## src/rtl/sbo_pkg.sv

```systemverilog
package sbo_pkg;
    typedef enum logic [1:0] {
        ST_IDLE   = 2'd0,
        ST_SEND   = 2'd1,
        ST_PAUSE  = 2'd2,
        ST_STARVE = 2'd3
    } sbo_state_t;
endpackage

```

## src/rtl/sbo_ready_decode.sv

```systemverilog
module sbo_ready_decode (
    input  logic cts,
    input  logic rx_rdy,
    output logic line_ok
);
    // not ready only for cts=1, rx_rdy=0
    assign line_ok = ~cts | rx_rdy;
endmodule

```

## src/rtl/sbo_prefetch.sv

```systemverilog
module sbo_prefetch #(
    parameter int W = 32
) (
    input  logic         line_clk,
    input  logic         rst_n,
    input  logic         in_valid,
    input  logic [W-1:0] in_data,
    input  logic         take,
    output logic         in_ready,
    output logic         full,
    output logic [W-1:0] hold_data
);
    assign in_ready = ~full | take;

    always_ff @(negedge line_clk or negedge rst_n) begin
        if (!rst_n) begin
            full      <= 1'b0;
            hold_data <= '0;
        end else if (in_valid && in_ready) begin
            full      <= 1'b1;
            hold_data <= in_data;
        end else if (take) begin
            full      <= 1'b0;
        end
    end
endmodule

```

## src/rtl/sbo_shifter.sv

```systemverilog
module sbo_shifter
    import sbo_pkg::*;
#(
    parameter int W = 32
) (
    input  logic         line_clk,
    input  logic         rst_n,
    input  logic         line_ok,
    input  logic         full,
    input  logic [W-1:0] hold_data,
    output logic         take,
    output logic         val_n,
    output logic         td
);
    localparam int CW = (W > 1) ? $clog2(W) : 1;
    localparam logic [CW-1:0] LAST = CW'(W - 1);

    sbo_state_t     state, state_nx;
    logic [W-1:0]   sreg;
    logic [CW-1:0]  cnt;
    logic           last_bit;

    assign last_bit = (cnt == LAST);

    always_comb begin
        state_nx = state;
        take     = 1'b0;
        unique case (state)
            ST_IDLE: begin
                if (line_ok && full) begin
                    state_nx = ST_SEND;
                    take     = 1'b1;
                end
            end
            ST_SEND, ST_PAUSE: begin
                if (!line_ok) begin
                    state_nx = ST_PAUSE;
                end else if (last_bit && !full) begin
                    state_nx = ST_STARVE;
                end else begin
                    state_nx = ST_SEND;
                    take     = last_bit;
                end
            end
            ST_STARVE: begin
                if (line_ok && full) begin
                    state_nx = ST_SEND;
                    take     = 1'b1;
                end
            end
        endcase
    end

    always_ff @(negedge line_clk or negedge rst_n) begin
        if (!rst_n) state <= ST_IDLE;
        else        state <= state_nx;
    end

    always_ff @(negedge line_clk or negedge rst_n) begin
        if (!rst_n) begin
            val_n <= 1'b1;
            td    <= 1'b0;
            sreg  <= '0;
            cnt   <= '0;
        end else begin
            unique case (state)
                ST_IDLE: begin
                    if (take) begin
                        val_n <= 1'b0;
                        sreg  <= hold_data;
                        cnt   <= '0;
                    end
                end
                ST_SEND, ST_PAUSE: begin
                    if (line_ok) begin
                        td <= sreg[W-1];
                        if (last_bit) begin
                            cnt <= '0;
                            if (take) sreg <= hold_data;
                        end else begin
                            sreg <= sreg << 1;
                            cnt  <= cnt + 1'b1;
                        end
                    end
                end
                ST_STARVE: begin
                    if (take) begin
                        td   <= hold_data[W-1];
                        sreg <= hold_data << 1;
                        cnt  <= CW'(1);
                    end
                end
            endcase
        end
    end
endmodule

```

## src/rtl/sbo_port.sv

```systemverilog
module sbo_port #(
    parameter int W = 32
) (
    input  logic         line_clk,
    input  logic         rst_n,
    input  logic         cts,
    input  logic         rx_rdy,
    input  logic         in_valid,
    output logic         in_ready,
    input  logic [W-1:0] in_data,
    output logic         val_n,
    output logic         td
);
    logic         line_ok;
    logic         take;
    logic         full;
    logic [W-1:0] hold_data;

    sbo_ready_decode u_dec (
        .cts     (cts),
        .rx_rdy  (rx_rdy),
        .line_ok (line_ok)
    );

    sbo_prefetch #(.W(W)) u_pf (
        .line_clk  (line_clk),
        .rst_n     (rst_n),
        .in_valid  (in_valid),
        .in_data   (in_data),
        .take      (take),
        .in_ready  (in_ready),
        .full      (full),
        .hold_data (hold_data)
    );

    sbo_shifter #(.W(W)) u_sh (
        .line_clk  (line_clk),
        .rst_n     (rst_n),
        .line_ok   (line_ok),
        .full      (full),
        .hold_data (hold_data),
        .take      (take),
        .val_n     (val_n),
        .td        (td)
    );
endmodule

```

## config.mk

```make
export PLATFORM = sky130hd
export DESIGN_NAME = sbo_port
export DESIGN_NICKNAME = d
export VERILOG_FILES = /design/src/rtl/sbo_pkg.sv /design/src/rtl/sbo_ready_decode.sv /design/src/rtl/sbo_prefetch.sv /design/src/rtl/sbo_shifter.sv /design/src/rtl/sbo_port.sv
export SDC_FILE = /design/constraint.sdc
export NUM_CORES = 1
export LEC_CHECK = 0
export ABC_AREA = 0
export BUFFER_PORTS_ARGS = -buffer_cell sky130_fd_sc_hd__buf_2
export CORE_ASPECT_RATIO = 1.25
export CORE_MARGIN = 2
export CORE_UTILIZATION = 50
export CTS_BUF_LIST = sky130_fd_sc_hd__clkbuf_4 sky130_fd_sc_hd__clkbuf_8 sky130_fd_sc_hd__clkbuf_16
export DETAILED_ROUTE_END_ITERATION = 8
export PLACE_DENSITY = 0.8
export SLEW_MARGIN = 5
export SYNTH_ARGS = -nofsm -noshare
export SYNTH_HDL_FRONTEND = slang
export SYNTH_SLANG_ARGS = --single-unit
```

## constraint.sdc

```tcl
create_clock -name line_clk -period 2.6 [get_ports line_clk]
set_input_delay 0.13 -clock line_clk [delete_from_list [all_inputs] [get_ports line_clk]]
set_output_delay 0.13 -clock line_clk [all_outputs]
set_load 0.005 [all_outputs]
```

==> impl_metrics.json, run 1 <==
{
  "outcome": "complete, but fails checks",
  "failed_checks": "negative setup slack",
  "timing.hold.worst.start": "u_sh.sreg[4]",
  "post_route_cells_drive_above_1_share_pct": 36.47,
  "worstSetupStartpoint": "u_sh.cnt[0]",
  "viasPerCell": 6.259,
  "worstSetupStartpointType": "flip-flop",
  "total_wire_length_after_detailed_routing_um": 8095,
  "finalHoldViolations": 0,
  "post_detailed_route_drc_marker_count": 0,
  "dpl_cell_area_sq_um": 4126,
  "reg2reg_slack_ns": 0.29,
  "mappedNetlistNets": 328,
  "crit_chain": "ha_2 -> and3_4 -> ha_4 -> nor2b_4 -> o21ai_4 -> buf_2",
  "asyncSetResetFlopFracSynth_pct": 100.0,
  "cp.required_ns": 2.47,
  "worstReg2RegEnd": "u_sh.cnt[0]",
  "floorplan.rows": 35,
  "rr_worst_depth": 8,
  "worst_path_dominant_cell_family": "flip-flops",
  "finalSetupViolations": 33,
  "numClockSinks": 74,
  "netlist.area_leader.share_pct": 49.56,
  "cts_made_buffers": 9,
  "worst-path-max-fanout": 2,
  "synth-edff-count": 0,
  "syn_to_final_growth_pct": 19.01,
  "synth_most_common_cell": "dfrtn_1",
  "whs_path_depth": 1,
  "gr-max-usage-layer": "met2",
  "initial_utilization_pct": 50.71,
  "top_cells_by_area_synth": "dfrtn_1 (50%), mux2_4 (12%), a2bb2oi_1 (7.4%)",
  "whs_endpoint": "u_sh.sreg[4]",
  "max_cap_viols": 0,
  "first_global_vias": 2653,
  "met2_usage_pct": 32.18,
  "via_count": 2704,
  "tritoncts_clock_tree": "built",
  "timing.slew.headroom_pct": 47.33,
  "critical-path-max-stage-delay_ns": 0.42,
  "drt_first_pass_iters": 5,
  "insertedDiodeCount": 0,
  "placed_cells_incl_taps": 415,
  "grt.total_usage_pct": 21.15,
  "grt_start_max_net_pins": 34,
  "synth_warnings": 0,
  "dp.final_hpwl_um": 5122,
  "finClkSkew_ns": 0.05048,
  "postSynthRegisterBits": 74,
  "synth_top_flop_cell": "dfrtn_1",
  "drtIter0Drc": 253,
  "die_area_sq_um": 8079,
  "grt_remaining_overflow": 0,
  "worst_hold_path_type": "reg -> reg",
  "slew_violations": 0,
  "synthDistinctLibCells": 44,
  "grt_first_pass_wirelength_um": 13200,
  "ys_seq_area_share_pct": 50.27,
  "synth_commonest_cells": "dfrtn_1 (73), a22oi_1 (31), a2bb2oi_1 (31), o2bb2ai_1 (31), mux2_4 (30)",
  "rsz0062_at_grt": "true",
  "max_vdd_drop_mv": 1.224,
  "globalRouteMet3Util_pct": 3.327,
  "cts-hold-fix-buffers": 0,
  "worst_r2r_startpoint": "u_sh.cnt[0]",
  "critical-path-slowest-cell": "dfrtn_1",
  "global_route.usage.met1_pct": 29.75,
  "final_nets": 377,
  "number_of_standard_cells_after_synthesis": 287,
  "total_leakage_power_nw": 2.051,
  "synth.largest_area_cell": "dfrtn_1",
  "power_density_nw_per_um2": 1516,
  "cts_buffer_depth": 2,
  "worstPathArrival_ns": 2.85,
  "grt_antenna_before_repair": 0,
  "die_width_um": 80.80,
  "clock-root-buffer": "clkbuf_8",
  "postRouteAntennaNets": 0,
  "final_critical_path_setup_slack_ns": -0.3790,
  "fin_area_sq_um": 4387,
  "finalNonFillerCells": 432,
  "dp_worst_setup_slack_ns": -0.1902,
  "io_pins": 40,
  "netlist_area_sq_um": 3686,
  "cts_max_level": 3,
  "placement.io_buffers": 39,
  "place_congestion": 0.8647,
  "syn_avg_cell_area_sq_um": 12.84,
  "clk_pin_slew_worst_paths_ns": 0.05,
  "critPathCaptureType": "output pin",
  "dieHeight_um": 100.0,
  "post_drt_wl_per_cell_um": 18.74,
  "fill_cells": 563,
  "clock_insertion_delay_at_the_later_pin_of_the_skew_report_ns": 0.38,
  "core_sq_um": 7269,
  "cp_num_buf_inv": 1,
  "path_class": "reg -> out",
  "tightestPinTransition_ns": 0.7901
}
## flip-flops by register name, indices dropped and copies added (netlist names)
register and cells:
u_pf.hold_data 32, u_sh.sreg 32, u_sh.cnt 5, u_sh.state 2
u_pf.full 1, u_sh.td 1, u_sh.val_n 1
## where the power goes
group / internal, mW / switching (mW) / leakage (nW)
Combinational: 1.78 / 1.64 / 1.01
Sequential: 1.73 / 0.405 / 0.917
Clock: 0.659 / 0.435 / 0.124
## worst max path at each step
stage | depth (start not counted) | endpoint | slack, ns
2_1_floorplan | 6 | in_ready | -0.09
3_3_place_gp | 6 | u_pf.hold_data[9] | -0.15
4_1_cts | 6 | in_ready | -0.40
5_1_grt | 6 | in_ready | -0.44
3_5_place_dp | 7 | u_sh.sreg[8] | -0.19
6_report | 6 | in_ready | -0.38
## timing repair
item                                    4_1_cts  5_1_grt
cloned                                        0        0
setup buffers                                 1        1
resized for setup                             1        0
endpoints found under the setup margin        1        3
pin swaps                                     1        2
## stage by stage
step | hold WS, ns | TNS [ns] | utilization (%) | power, mW
CTS | 0.4378 | -0.3984 | 60.24 | 6.630
global placement | 0.4313 | -7.450 | 56.76 | 5.333
detailed placement | 0.4343 | -9.646 | 56.76 | 5.466
global route | 0.4435 | -4.857 | 60.34 | 7.039
floorplan | 0.4164 | -0.09172 | - | 4.638
finish | 0.4355 | -2.181 | 60.34 | 6.649
## cell usage in the layout, fill, tap and decap left out, types with 3 or more instances in the layout
cell       netlist  layout
nor2_1           4       4
bufinv_16        0       3
o2bb2ai_1       31      31
a2bb2oi_1       31      31
buf_12           0       7
a22oi_1         31      31
a22o_1           3       3
buf_4            3      18
buf_2           11      39
mux2_4          30      30
dfrtn_1         73      73
nand2b_1         3       3
o21ai_0          5       5
nand2_1          5       5
inv_1            5       5
clkbuf_8         0      10
## cell families (layout without fill, tap and decap cells)
| family | Yosys count | after routing | synth area share (%) |
|---|---|---|---|
| compound gates | 116 | 116 | 25.93 |
| flops | 74 | 74 | 50.27 |
| mux | 33 | 33 | 13.10 |
| buf+inv | 32 | 85 | 4.752 |
| simple gates | 28 | 28 | 4.582 |
| fa+ha+maj | 4 | 4 | 1.358 |
## per-layer routing
metal,up-vias,part of all wire (%)
li1,1219,-
met1,1384,46
met2,86,48
met3,15,3.8
met4,0,2.3
met5,-,0
## final cells by class
type                    count  area, sq um  area share, %
clock inverters             6        106.4          2.424
repair buffers             64        470.5          10.72
well taps                  92        115.1          2.624
inverters                   5        18.77         0.4278
flip-flops and latches     74         1853          42.24
clock buffers              10        137.6          3.137
multi-input cells         181         1685          38.42
(Power assumes the default switching activity.)
==> run 2, diff against run 1 <==
--- a/config.mk
+++ b/config.mk
@@ -7,13 +7,14 @@
 export LEC_CHECK = 0
 export ABC_AREA = 0
 export BUFFER_PORTS_ARGS = -buffer_cell sky130_fd_sc_hd__buf_2
-export CORE_ASPECT_RATIO = 1.25
+export CORE_ASPECT_RATIO = 0.8
 export CORE_MARGIN = 2
 export CORE_UTILIZATION = 50
-export CTS_BUF_LIST = sky130_fd_sc_hd__clkbuf_4 sky130_fd_sc_hd__clkbuf_8 sky130_fd_sc_hd__clkbuf_16
+export CTS_BUF_LIST = sky130_fd_sc_hd__clkbuf_8
 export DETAILED_ROUTE_END_ITERATION = 8
 export PLACE_DENSITY = 0.8
 export SLEW_MARGIN = 5
 export SYNTH_ARGS = -nofsm -noshare
 export SYNTH_HDL_FRONTEND = slang
 export SYNTH_SLANG_ARGS = --single-unit
+export TNS_END_PERCENT = 5
==> impl_metrics.json, run 2 (synthesis gave the netlist of run 1 again) <==
{
  "outcome": "complete, but fails checks",
  "failed_checks": "negative setup slack",
  "first_global_vias": 2680,
  "drtIter0Drc": 134,
  "path_class": "reg -> out",
  "cts-hold-fix-buffers": 0,
  "cts_made_buffers": 9,
  "max_vdd_drop_mv": 0.6543,
  "core_sq_um": 7027,
  "placement.io_buffers": 39,
  "grt_antenna_before_repair": 0,
  "die_area_sq_um": 8079,
  "final_common_cell": "dfrtn_1",
  "total_wire_length_after_detailed_routing_um": 7839,
  "cts_buffer_depth": 2,
  "total_leakage_power_nw": 2.080,
  "clock_insertion_delay_at_the_later_pin_of_the_skew_report_ns": 0.38,
  "finalSetupViolations": 1,
  "cp.required_ns": 2.47,
  "tightestPinTransition_ns": 0.5335,
  "grt.total_usage_pct": 21.26,
  "grt_first_pass_wirelength_um": 13280,
  "fill_cells": 558,
  "post_drt_wl_per_cell_um": 18.02,
  "viasPerCell": 6.163,
  "worstPathArrival_ns": 2.87,
  "slew_violations": 0,
  "critical-path-slowest-cell": "dfrtn_1",
  "fin_area_sq_um": 4432,
  "final_nets": 384,
  "dieHeight_um": 80.80,
  "finClkSkew_ns": 0.04840,
  "final_critical_path_setup_slack_ns": -0.4024,
  "rsz0062_at_grt": "true",
  "max_cap_viols": 0,
  "layout_common_cells": "dfrtn_1 (73), buf_2 (39), a22oi_1 (31), a2bb2oi_1 (31), o2bb2ai_1 (31)",
  "place_congestion": 0.7843,
  "clk_pin_slew_worst_paths_ns": 0.05,
  "grt_start_max_net_pins": 73,
  "via_count": 2681,
  "clock-root-buffer": "clkbuf_8",
  "numClockSinks": 74,
  "insertedDiodeCount": 0,
  "finalNonFillerCells": 435,
  "floorplan.rows": 27,
  "critical-path-max-stage-delay_ns": 0.42,
  "worstSetupStartpointType": "flip-flop",
  "die_width_um": 100.0,
  "grt_remaining_overflow": 0,
  "tritoncts_clock_tree": "built",
  "critPathCaptureType": "output pin",
  "worst_hold_path_type": "reg -> reg",
  "io_pins": 40,
  "crit_chain": "ha_2 -> and3_4 -> ha_4 -> nor2b_4 -> o21ai_4 -> buf_2",
  "power_density_nw_per_um2": 1489,
  "layout_top_registers": "u_pf.hold_data: 32 flops, u_sh.sreg: 32 flops, u_sh.cnt: 5 flops",
  "post_detailed_route_drc_marker_count": 0,
  "dp.final_hpwl_um": 5074,
  "finalHoldViolations": 0,
  "postRouteAntennaNets": 0,
  "timing.slew.headroom_pct": 64.43,
  "syn_to_final_growth_pct": 20.23,
  "cts_max_level": 3,
  "drt_first_pass_iters": 4,
  "dpl_cell_area_sq_um": 4163,
  "placed_cells_incl_taps": 414,
  "post_route_cells_drive_above_1_share_pct": 37.93,
  "worst-path-max-fanout": 2,
  "initial_utilization_pct": 52.46
}
==> run 2: cell count changes in the layout (fill, tap and decap cells not counted) <==
cell	before	now
clkinvlp_4	1	2
buf_12	7	8
inv_6	0	1
buf_4	18	24
bufinv_16	3	2
==> run 2: per-layer routing <==
layer	GRT usage [%]	up-vias	part of all wire [%]
li1	-	1234	-
met1	29.47	1370	48
met2	32.70	69	47
met3	5.852	8	4.7
met4	7.123	0	0.98
met5	0	-	0
==> run 2: worst paths after layout <==
kind,endpoint,cells past startpoint,from,slack [ns]
min in group asynchronous,u_sh.cnt[1],1,rst_n,0.77
max in group asynchronous,u_sh.val_n,2,rst_n,1.17
worst min-delay path,u_sh.sreg[11],1,u_sh.sreg[11],0.44
worst min register to register,u_sh.sreg[11],1,u_sh.sreg[11],0.44
worst max-delay path,in_ready,6,u_sh.cnt[1],-0.40
worst max register to register,u_sh.cnt[1],9,u_sh.cnt[1],0.26
==> run 2: timing repair <==
action                     4_1_cts  5_1_grt
setup endpoints to repair        1        1
pin swaps                        1        2
setup buffers                    3        2
resized for setup                1        0
==> run 2: layout make-up <==
cell class / count / area [sq um] / area share (%)
sequential: 74 / 1853 / 41.81
multi-input combinational: 181 / 1685 / 38.03
inverter: 5 / 18.77 / 0.4235
clock buffer: 10 / 137.6 / 3.106
tap: 87 / 108.9 / 2.456
clock inverter: 7 / 92.59 / 2.089
timing repair buffer: 71 / 535.5 / 12.08
==> run 2: stage by stage <==
stage | setup WS, ns | util, % | setup TNS (ns) | hold slack, ns | total power [mW]
global route | -0.4777 | 63.07 | -0.4777 | 0.4448 | 7.053
detailed placement | -0.1739 | 59.24 | -10.10 | 0.4342 | 5.506
global placement | -0.1457 | 59.24 | -8.734 | 0.4320 | 5.366
finish | -0.4024 | 63.07 | -0.4024 | 0.4379 | 6.600
CTS | -0.4342 | 62.86 | -0.4342 | 0.4392 | 6.587
floorplan | -0.09172 | - | -0.09172 | 0.4164 | 4.638
==> run 2: worst max-delay path, delay by kind of cell (launching register included) <==
family / cells / cell delay [ns]
AO/OA/AOI/OAI: 1 / 0.11
adder cells (fa/ha/maj): 2 / 0.34
buffers and inverters: 1 / 0.13
flip-flops: 1 / 0.42
AND/OR/NAND/NOR: 2 / 0.23
==> run 2: power breakdown <==
part	leakage (nW)	internal, mW	total [mW]	switching, mW
Clock	0.114	0.570	1.01	0.443
Sequential	0.917	1.73	2.13	0.400
Combinational	1.05	1.83	3.46	1.63
Total	2.08	4.13	6.60	2.47
